### src/rtl/tmr_pkg.sv
`timescale 1ns/1ps
package tmr_pkg;
   typedef enum logic [1:0] {
      CM_UP     = 2'd0,
      CM_DOWN   = 2'd1,
      CM_CENTER = 2'd2,
      CM_QUAD   = 2'd3
   } cnt_mode_e;

   typedef enum logic [1:0] {
      CS_CORE  = 2'd0,
      CS_PIN   = 2'd1,
      CS_TRIG  = 2'd2,
      CS_CORE2 = 2'd3
   } clk_src_e;

   typedef enum logic [1:0] {
      SL_OFF   = 2'd0,
      SL_RESET = 2'd1,
      SL_HANG  = 2'd2,
      SL_START = 2'd3
   } slave_mode_e;
endpackage

### src/rtl/tmr_tick_gen.sv
`timescale 1ns/1ps
module tmr_tick_gen
   import tmr_pkg::*;
#(
   parameter int NTRIG   = 4,
   parameter bit QUAD_EN = 1'b1
) (
   input  logic                     clk,
   input  logic                     rst_n,
   input  logic [1:0]               clk_src,
   input  logic                     quad_mode,
   input  logic                     ext_clk,
   input  logic [NTRIG-1:0]         trig_in,
   input  logic [$clog2(NTRIG)-1:0] trig_sel,
   input  logic                     enc_a,
   input  logic                     enc_b,
   output logic                     tick,
   output logic                     quad_up,
   output logic                     trig_lvl,
   output logic                     trig_rise
);
   logic ext_q, trig_q, ext_rise, quad_step;

   assign trig_lvl  = trig_in[trig_sel];
   assign trig_rise = trig_lvl & ~trig_q;
   assign ext_rise  = ext_clk & ~ext_q;

   always_ff @(posedge clk or negedge rst_n) begin
      if (!rst_n) begin
         ext_q  <= 1'b0;
         trig_q <= 1'b0;
      end else begin
         ext_q  <= ext_clk;
         trig_q <= trig_lvl;
      end
   end

   if (QUAD_EN) begin : g_quad
      logic a_q, b_q;
      always_ff @(posedge clk or negedge rst_n) begin
         if (!rst_n) begin
            a_q <= 1'b0;
            b_q <= 1'b0;
         end else begin
            a_q <= enc_a;
            b_q <= enc_b;
         end
      end
      // exactly one phase moved: a valid quadrature step
      assign quad_step = (enc_a ^ a_q) ^ (enc_b ^ b_q);
      assign quad_up   = enc_a ^ b_q;
   end else begin : g_noquad
      assign quad_step = 1'b0;
      assign quad_up   = 1'b1;
   end

   always_comb begin
      if (quad_mode) tick = quad_step;
      else begin
         case (clk_src_e'(clk_src))
            CS_PIN:  tick = ext_rise;
            CS_TRIG: tick = trig_rise;
            default: tick = 1'b1;
         endcase
      end
   end
endmodule

### src/rtl/tmr_prescaler.sv
`timescale 1ns/1ps
module tmr_prescaler #(
   parameter int PSC_W = 16
) (
   input  logic             clk,
   input  logic             rst_n,
   input  logic             wr_psc,
   input  logic [PSC_W-1:0] wr_data,
   input  logic             tick_in,
   input  logic             reload,
   output logic             cnt_en
);
   localparam logic [PSC_W-1:0] P_ONE = PSC_W'(1);
   logic [PSC_W-1:0] psc_pre, psc_act, psc_cnt;

   assign cnt_en = tick_in && (psc_cnt == psc_act);

   always_ff @(posedge clk or negedge rst_n) begin
      if (!rst_n) begin
         psc_pre <= '0;
         psc_act <= '0;
         psc_cnt <= '0;
      end else begin
         if (wr_psc) psc_pre <= wr_data;
         if (reload) begin
            psc_act <= psc_pre;
            psc_cnt <= '0;
         end else if (tick_in) begin
            psc_cnt <= cnt_en ? '0 : psc_cnt + P_ONE;
         end
      end
   end
endmodule

### src/rtl/tmr_count_core.sv
`timescale 1ns/1ps
module tmr_count_core
   import tmr_pkg::*;
#(
   parameter int               CNT_W      = 16,
   parameter logic [CNT_W-1:0] PERIOD_RST = '1
) (
   input  logic             clk,
   input  logic             rst_n,
   input  logic [1:0]       mode,
   input  logic             step,
   input  logic             quad_up,
   input  logic             force_upd,
   input  logic             reload,
   input  logic             wr_per,
   input  logic [CNT_W-1:0] wr_data,
   output logic [CNT_W-1:0] count,
   output logic             wrap
);
   localparam logic [CNT_W-1:0] ONE = CNT_W'(1);
   logic [CNT_W-1:0] per_pre, per_act;
   logic             dir_dn, at_top, at_bot;

   assign at_top = (count >= per_act);
   assign at_bot = (count == '0);

   always_comb begin
      case (cnt_mode_e'(mode))
         CM_UP:     wrap = step & at_top;
         CM_DOWN:   wrap = step & at_bot;
         CM_CENTER: wrap = step & (dir_dn ? at_bot : at_top);
         default:   wrap = step & (quad_up ? at_top : at_bot);
      endcase
   end

   always_ff @(posedge clk or negedge rst_n) begin
      if (!rst_n) begin
         count   <= '0;
         dir_dn  <= 1'b0;
         per_pre <= PERIOD_RST;
         per_act <= PERIOD_RST;
      end else begin
         if (wr_per) per_pre <= wr_data;
         if (reload) per_act <= per_pre;
         if (force_upd) begin
            count  <= (cnt_mode_e'(mode) == CM_DOWN) ? per_pre : '0;
            dir_dn <= 1'b0;
         end else if (step) begin
            case (cnt_mode_e'(mode))
               CM_UP:   count <= at_top ? '0 : count + ONE;
               CM_DOWN: count <= at_bot ? per_pre : count - ONE;
               CM_CENTER: begin
                  if (dir_dn) begin
                     if (at_bot) begin
                        dir_dn <= 1'b0;
                        count  <= (per_act == '0) ? '0 : ONE;
                     end else count <= count - ONE;
                  end else begin
                     if (at_top) begin
                        dir_dn <= 1'b1;
                        count  <= (per_act == '0) ? '0 : per_act - ONE;
                     end else count <= count + ONE;
                  end
               end
               default: begin
                  if (quad_up) count <= at_top ? '0 : count + ONE;
                  else         count <= at_bot ? per_pre : count - ONE;
               end
            endcase
         end
      end
   end
endmodule

### src/rtl/mm_timer_core.sv
`timescale 1ns/1ps
module mm_timer_core
   import tmr_pkg::*;
#(
   parameter int               CNT_W      = 16,
   parameter int               PSC_W      = 16,
   parameter int               NTRIG      = 4,
   parameter bit               QUAD_EN    = 1'b1,
   parameter int               TRGO_SEL   = 0,
   parameter logic [CNT_W-1:0] PERIOD_RST = '1
) (
   input  logic                     clk,
   input  logic                     rst_n,
   input  logic                     enable,
   input  logic                     sw_update,
   input  logic [1:0]               count_mode,
   input  logic [1:0]               clk_src,
   input  logic [1:0]               slave_mode,
   input  logic [$clog2(NTRIG)-1:0] trig_sel,
   input  logic [NTRIG-1:0]         trig_in,
   input  logic                     ext_clk,
   input  logic                     enc_a,
   input  logic                     enc_b,
   input  logic                     wr_period,
   input  logic                     wr_prescale,
   input  logic [CNT_W-1:0]         wr_data,
   output logic [CNT_W-1:0]         count,
   output logic                     update_evt,
   output logic                     trig_evt,
   output logic                     trig_out
);
   if (CNT_W < 2)                     begin : g_bad_cnt  $error("CNT_W must be at least 2");        end
   if (PSC_W < 1 || PSC_W > CNT_W)    begin : g_bad_psc  $error("PSC_W must lie in 1..CNT_W");      end
   if (NTRIG < 2)                     begin : g_bad_trg  $error("NTRIG must be at least 2");        end
   if (TRGO_SEL != 0 && TRGO_SEL != 1) begin : g_bad_tgo $error("TRGO_SEL must be 0 or 1");         end

   logic tick, quad_up, trig_lvl, trig_rise;
   logic run, started, force_upd, step, wrap, upd;

   tmr_tick_gen #(.NTRIG(NTRIG), .QUAD_EN(QUAD_EN)) u_tick (
      .clk       (clk),
      .rst_n     (rst_n),
      .clk_src   (clk_src),
      .quad_mode (count_mode == CM_QUAD),
      .ext_clk   (ext_clk),
      .trig_in   (trig_in),
      .trig_sel  (trig_sel),
      .enc_a     (enc_a),
      .enc_b     (enc_b),
      .tick      (tick),
      .quad_up   (quad_up),
      .trig_lvl  (trig_lvl),
      .trig_rise (trig_rise)
   );

   // slave controller: decides whether count clocks may pass
   always_comb begin
      case (slave_mode_e'(slave_mode))
         SL_HANG:  run = enable & trig_lvl;
         SL_START: run = enable & started;
         default:  run = enable;
      endcase
   end

   assign force_upd = enable & (sw_update | ((slave_mode == SL_RESET) & trig_rise));
   assign upd       = force_upd | wrap;

   tmr_prescaler #(.PSC_W(PSC_W)) u_psc (
      .clk     (clk),
      .rst_n   (rst_n),
      .wr_psc  (wr_prescale),
      .wr_data (wr_data[PSC_W-1:0]),
      .tick_in (tick & run),
      .reload  (upd),
      .cnt_en  (step)
   );

   tmr_count_core #(.CNT_W(CNT_W), .PERIOD_RST(PERIOD_RST)) u_cnt (
      .clk       (clk),
      .rst_n     (rst_n),
      .mode      (count_mode),
      .step      (step),
      .quad_up   (quad_up),
      .force_upd (force_upd),
      .reload    (upd),
      .wr_per    (wr_period),
      .wr_data   (wr_data),
      .count     (count),
      .wrap      (wrap)
   );

   always_ff @(posedge clk or negedge rst_n) begin
      if (!rst_n) begin
         started    <= 1'b0;
         update_evt <= 1'b0;
         trig_evt   <= 1'b0;
      end else begin
         if (!enable || slave_mode != SL_START) started <= 1'b0;
         else if (trig_rise)                    started <= 1'b1;
         update_evt <= upd;
         trig_evt   <= enable & (slave_mode != SL_OFF) & trig_rise;
      end
   end

   if (TRGO_SEL == 0) begin : g_trgo_upd
      assign trig_out = update_evt;
   end else begin : g_trgo_run
      logic run_q;
      always_ff @(posedge clk or negedge rst_n) begin
         if (!rst_n) run_q <= 1'b0;
         else        run_q <= run;
      end
      assign trig_out = run_q;
   end
endmodule

### config.mk
export PLATFORM = sky130hd
export DESIGN_NAME = mm_timer_core
export DESIGN_NICKNAME = d
export VERILOG_FILES = /design/src/rtl/tmr_pkg.sv /design/src/rtl/tmr_tick_gen.sv /design/src/rtl/tmr_prescaler.sv /design/src/rtl/tmr_count_core.sv /design/src/rtl/mm_timer_core.sv
export SDC_FILE = /design/constraint.sdc
export NUM_CORES = 1
export LEC_CHECK = 0
export ABC_AREA = 1
export BUFFER_PORTS_ARGS = -buffer_cell sky130_fd_sc_hd__buf_2
export CAP_MARGIN = 40
export CORE_ASPECT_RATIO = 0.6
export CORE_MARGIN = 2
export CORE_UTILIZATION = 30
export DETAILED_ROUTE_END_ITERATION = 7
export HOLD_SLACK_MARGIN = 0.12
export SLEW_MARGIN = 10
export SYNTH_ARGS = -nofsm -noshare
export SYNTH_HDL_FRONTEND = slang
export SYNTH_SLANG_ARGS = --single-unit
### constraint.sdc
create_clock -name clk -period 2.7 [get_ports clk]
set_input_delay 0.54 -clock clk [delete_from_list [all_inputs] [get_ports clk]]
set_output_delay 0.54 -clock clk [all_outputs]
set_load 0.01 [all_outputs]
* Yosys cells after proc, flatten, opt, wreduce, memory -nomap -nowiden
Index checks and enable logic that the tools add are counted.
Storage, ports and cells: register bits after elaboration 104, latch bits 0, RAM bits 0, bits in read-only memories 0, input port bits 37, output and inout bits 19, word-level logic and storage cells 94, memories 0
Operators by class: $add $sub $neg 4, multipliers 0, div/mod/pow operators 0, $lt $le $gt $ge 2, equality and inequality tests 10, shift-type cells 0, mux-type cells 31, bitwise gates (word level) 21, reductions and logical operators 12
Operators by type and width (count):
- two-way mux 16 bit | 13
- one-hot mux 16 bit (3 select lines) | 1
- adder 16 x 1 -> 16 bit, second input constant | 2
- logical NOT 16 bit | 2
- subtractor 16 x 1 -> 16 bit, second input constant | 2
- equality test 16 bit | 1
- greater-or-equal comparator 16 bit | 1
- AND 1 bit | 13
- two-way mux 1 bit | 13
- equality test 2 bit, second input constant | 5
- nonzero test 2 bit | 5
- equality test 2 x 1 -> 1 bit, second input constant | 3
- one-hot mux 1 bit (2 select lines) | 2
- XOR 1 bit | 4
- less-than comparator 2 x 3 -> 1 bit, second input constant | 1
- one-hot mux 1 bit (3 select lines) | 1
- binary-select mux 1 bit (select 2 bit) | 1
- logical NOT 2 bit | 1
- != test 2 bit, second input constant | 1
- inverter 1 bit | 2
- bitwise OR 1 bit | 2
- AND reduction 2 bit | 1
- logical AND 1 bit | 1
- logical NOT 1 bit | 1
- logical OR 1 bit | 1

* Depth between registers and ports, before layout
depth in word-level cells 11, depth in mapped cells 19, gate-level depth less buffers 18

* Cells and area by module
Synthesis repeated with hierarchy kept, for this count alone.
Second synthesis, totals: cell total of the unflattened synthesis 1173, area, all modules 8050.2 µm²
Modules (own cells, without submodules):
- tmr_count_core | instances 1, cells each 786, area each 5017.3 µm², sequential area each 1266.2 µm²
- tmr_prescaler | instances 1, cells each 316, area each 2563.7 µm², sequential area each 1201.2 µm²
- tmr_tick_gen | instances 1, cells each 46, area each 299.0 µm², sequential area each 100.1 µm²
- mm_timer_core | instances 1, cells each 25, area each 170.2 µm², sequential area each 75.1 µm²

* Worst setup path after synthesis
No wires, ideal clock.
path kind register to register, start point reg u_cnt.per_act[9], end point reg u_cnt.count[1], setup time 77 ps, data arrival time 2143 ps, data required time 2623 ps, path slack 479 ps, cell stages (with the launch flop) 14, path buffers 2, clock period less this slack 2221 ps, cells stage by stage dfstp_2 inv_1 ha_1 a21oi_1 o21ai_1 a21oi_4 nand2_1 buf_2 buf_6 o21ai_0 nand2_1 nand3_1 nand2_1 a21oi_1
Between the ends: cells in the longest elaborated chain, start to end 7, elaborated cells between the ends (all ways) 10, those cells by class order compare: 1; mux: 8; reduce/logical: 1
RTL lines:
- start: declaration | line tmr_count_core.sv:21 | logic [CNT_W-1:0] per_pre, per_act;
- start signal: assignment | line tmr_count_core.sv:44 | if (reload) per_act <= per_pre;
- branches (longest 4 deep; another with greater-or-equal comparator 16 bit)
- one-hot mux 16 bit (3 select lines) * | line tmr_count_core.sv:49 | case (cnt_mode_e'(mode))
- two-way mux 16 bit * | line tmr_count_core.sv:48 | end else if (step) begin
- two-way mux 16 bit * | line tmr_count_core.sv:45 | if (force_upd) begin
- end signal: assignment | line tmr_count_core.sv:46 | count <= (cnt_mode_e'(mode) == CM_DOWN) ? per_pre : '0;
- end signal: assignment | line tmr_count_core.sv:50 | CM_UP: count <= at_top ? '0 : count + ONE;
- end signal: assignment | line tmr_count_core.sv:51 | CM_DOWN: count <= at_bot ? per_pre : count - ONE;
- end: declaration | line tmr_count_core.sv:17 | output logic [CNT_W-1:0] count,
Mark *: on every way between the ends. The select of a mux whose other input is x is not followed. A chain may end at the register's enable or synchronous reset.

* Final worst setup path
start point reg u_cnt.count[0], end point reg u_psc.psc_act[15]
Between the ends: cells in the longest elaborated chain, start to end 5, elaborated cells between the ends (all ways) 10, those cells by class order compare: 1; mux: 3; bitwise: 5; reduce/logical: 1
RTL lines:
- greater-or-equal comparator 16 bit / logical NOT 16 bit (equally long branches) | line tmr_count_core.sv:24, tmr_count_core.sv:25
- two-way mux 1 bit, on equally long branches | line tmr_count_core.sv:32, tmr_count_core.sv:31
- AND 1 bit, on equally long branches | line tmr_count_core.sv:32, tmr_count_core.sv:31
- one-hot mux 1 bit (3 select lines) * | line tmr_count_core.sv:28 | case (cnt_mode_e'(mode))
- bitwise OR 1 bit * | line mm_timer_core.sv:66 | assign upd = force_upd | wrap;
- end signal: assignment | line tmr_prescaler.sv:26 | psc_act <= psc_pre;
- end: declaration | line tmr_prescaler.sv:14 | logic [PSC_W-1:0] psc_pre, psc_act, psc_cnt;
Mark *: on every way between the ends. The rest lies on a longest branch, timed or not.

==> results.sh <==
export IMPL_status="completed"
export IMPL_yosysSeqAreaShare=0.341
export IMPL_setup_viol=0
export IMPL_cts_sinks=104
export IMPL_path_class="reg -> reg"
export IMPL_layout_commonest_cell="nand2_1"
export IMPL_wl_um=26300
export IMPL_die_y_um=128
export IMPL_synthTopCellsByArea="dfrtp_1 23%, nand2_1 17%, dfstp_2 11%, nand3_1 7.9%, nor2_1 7.4%"
export IMPL_drv_slew=0
export IMPL_core_area_um2=25300
export IMPL_drc=0
export IMPL_grt_ovfl_total=0
export IMPL_period_share=0.963
export IMPL_grt_pass1_wl_um=41300
export IMPL_drt_iter0_markers=1025
export IMPL_synth_top_area_share=0.233
export IMPL_final_antenna_net_count=0
export IMPL_wl_per_cell_um=16.8
export IMPL_grt_usage=0.199
export IMPL_num_rows=45
export IMPL_final_nets=1289
export IMPL_crit_path_end_kind="register"
export IMPL_period_needed_ns=2.60
export IMPL_r2r_slack_ns=0.10
export IMPL_antenna_found_initial=1
export IMPL_diodes=0
export IMPL_layout_cells_non_filler=1562
export IMPL_cts_tree="done"
export IMPL_yosys_warnings=0
export IMPL_worst_slew_pin_slew_ns=0.658
export IMPL_finClkSkew_ns=0.0160
export IMPL_ys_ff_latch=104
export IMPL_r2r_cells=13
export IMPL_drive_above_1_share=0.154
export IMPL_die_x_um=211
export IMPL_area_growth_pct=14.5
export IMPL_startpoint_type="register"
export IMPL_clock_latency_ns=0.37
export IMPL_grt_max_degree=52
export IMPL_post_drt_via_cell_ratio=5.16
export IMPL_min_path_type="in -> async"
export IMPL_fillerInstances=2726
export IMPL_synth_nets=1223
export IMPL_placedCellCount=1546
export IMPL_cp_max_fo=12
export IMPL_timing_rr_start="u_cnt.count[0]"
export IMPL_hpwl_um=21100
export IMPL_via_count=8062
export IMPL_setup_tns_ns=0
export IMPL_power_leakage_nw=4.37
export IMPL_arrival_ns=2.89
export IMPL_post_cts_resized=0
export IMPL_maxClockFrequency_mhz=385
export IMPL_regToRegEndpoint="u_psc.psc_act[15]"
export IMPL_io_pins=56
export IMPL_clock_path_buffers=2
export IMPL_grt_pass1_vias=7176
export IMPL_synthDistinctLibCells=38
export IMPL_cts_hold_buf=0
export IMPL_place_gp_congestion=0.953
export IMPL_post_synth_top_area_cell="dfrtp_1"
export IMPL_start_util=0.306
export IMPL_syn_cell_area_um2=7740
export IMPL_cts_setup_buffers=0
export IMPL_ctsHtreeMaxLevel=3
export IMPL_rsz0062_at_grt="no"
export IMPL_syn_avg_cell_area_um2=6.67
export IMPL_p_per_area_nw_per_um2=667
export IMPL_clk_pin_slew_ns=0.08
export IMPL_hold_viol=0
export IMPL_relSlewSlack=0.561
export IMPL_portBuffers=55
export IMPL_die_area_um2=27200
export IMPL_required_ns=3.00
export IMPL_cts_made_buffers=9
export IMPL_maxCapViolCount=0
export IMPL_ir_worst_vdd_v=0.000296
export IMPL_synthCells=1162
export IMPL_total_power_mw=5.92
export IMPL_most_common_layout_cells="342 x nand2_1, 153 x nor2_1, 123 x nand3_1"
export IMPL_drtPass1Iterations=5
export IMPL_root_buffer="clkbuf_16"
-- synthesized netlist by cell type --
cell type / count
clkbuf_1: 16
nand2_4: 2
buf_6: 9
clkinv_1: 1
or2_1: 4
nand3_1: 123
xor2_1: 14
dfstp_2: 32
inv_2: 2
a21oi_4: 1
o21a_1: 2
inv_1: 117
mux2_2: 16
nand2_2: 6
nor3b_1: 1
a21oi_1: 61
dfrtp_1: 72
ha_1: 24
o211ai_1: 3
nor2_1: 153
nor2_2: 5
nand4_1: 26
nand3_2: 1
a31oi_1: 5
buf_2: 16
nor3_2: 1
o21ai_0: 40
xnor2_1: 10
o21ai_1: 25
o21bai_1: 2
nor2_4: 1
nand2_1: 342
xnor2_2: 1
nor3_1: 6
nand3b_1: 12
or2_2: 2
buf_4: 5
buf_1: 3
-- cells by family (layout without fill, tap and decap cells) --
kind of cell,count (synthesis),in the layout,synth area share
AND/OR/NAND/NOR,685,685,0.378
buffers and inverters,169,240,0.0956
AO/OA/AOI/OAI,139,139,0.0943
flip-flops,104,104,0.341
XOR/XNOR,25,25,0.0292
adder cells (fa/ha/maj),24,24,0.0388
multiplexers,16,16,0.0233
-- metrics by stage --
step / worst slack, ns / util / hold slack (ns) / area, um2
final: 0.100 / 0.350 / 0.128 / 8870
after global routing: 0.00750 / 0.350 / 0.145 / 8870
after CTS: 0.190 / 0.350 / 0.122 / 8860
after detailed placement: 0.215 / 0.337 / 0.458 / 8550
after global placement: 0.189 / 0.337 / 0.443 / 8550
after floorplan: 0.479 / - / 0.244 / 7740
-- report_power, final --
| part | internal (mW) | leakage (nW) | total, mW | switching (mW) |
|---|---|---|---|---|
| clock network | 0.747 | 0.154 | 1.43 | 0.680 |
| logic | 0.890 | 2.99 | 2.47 | 1.58 |
| registers | 1.81 | 1.23 | 2.02 | 0.216 |
| total | 3.44 | 4.37 | 5.92 | 2.47 |
-- routing by layer --
| metal | routed length [um] | vias up | GRT usage |
|---|---|---|---|
| li1 | - | 3867 | - |
| met1 | 14400 | 3802 | 0.337 |
| met4 | 204 | 0 | 0.0369 |
| met5 | 0 | - | 0 |
| met3 | 2490 | 23 | 0.0469 |
| met2 | 9180 | 370 | 0.240 |
-- worst max-delay path: stages, from the launching register on --
cell and delay (ns):
dfrtp_1 0.38, inv_1 0.20, ha_1 0.31, nand3_1 0.10
nor2_1 0.13, nand2_2 0.18, o21ai_0 0.49, a21oi_1 0.08
nand2_1 0.09, nand2_1 0.11, nand2_4 0.12, buf_4 0.19
nand2_1 0.07, o21ai_1 0.08
-- flip-flops by register name, summed over array words and instances, names as in the netlist --
name,cells
trig_evt,1
u_tick.ext_q,1
u_cnt.per_act,16
u_psc.psc_act,16
u_cnt.per_pre,16
u_tick.trig_q,1
started,1
u_tick.g_quad.b_q,1
u_tick.g_quad.a_q,1
u_psc.psc_cnt,16
u_cnt.count,16
u_cnt.dir_dn,1
trig_out,1
u_psc.psc_pre,16
-- worst max-delay path by stage --
stage / from / endpoint / slack [ns]
after floorplan: u_cnt.per_act[9] / u_cnt.count[1] / 0.48
after global placement: u_cnt.per_act[12] / u_psc.psc_act[5] / 0.19
after detailed placement: u_cnt.per_act[12] / u_psc.psc_act[15] / 0.22
after CTS: u_cnt.per_act[12] / u_psc.psc_act[15] / 0.19
after global routing: u_cnt.count[0] / u_cnt.per_act[12] / 0.008
final: u_cnt.count[0] / u_psc.psc_act[15] / 0.10
-- final cells by class --
cell class	count	area, um2	share of cell area
Timing Repair Buffer	104	683	0.0770
Clock inverter	6	86.3	0.00973
Inverter	120	450	0.0508
Clock buffer	10	229	0.0258
Tap cell	329	412	0.0464
Sequential cell	104	2640	0.298
Multi-Input combinational cell	889	4370	0.492
Power figures use the tool's default switching activity.
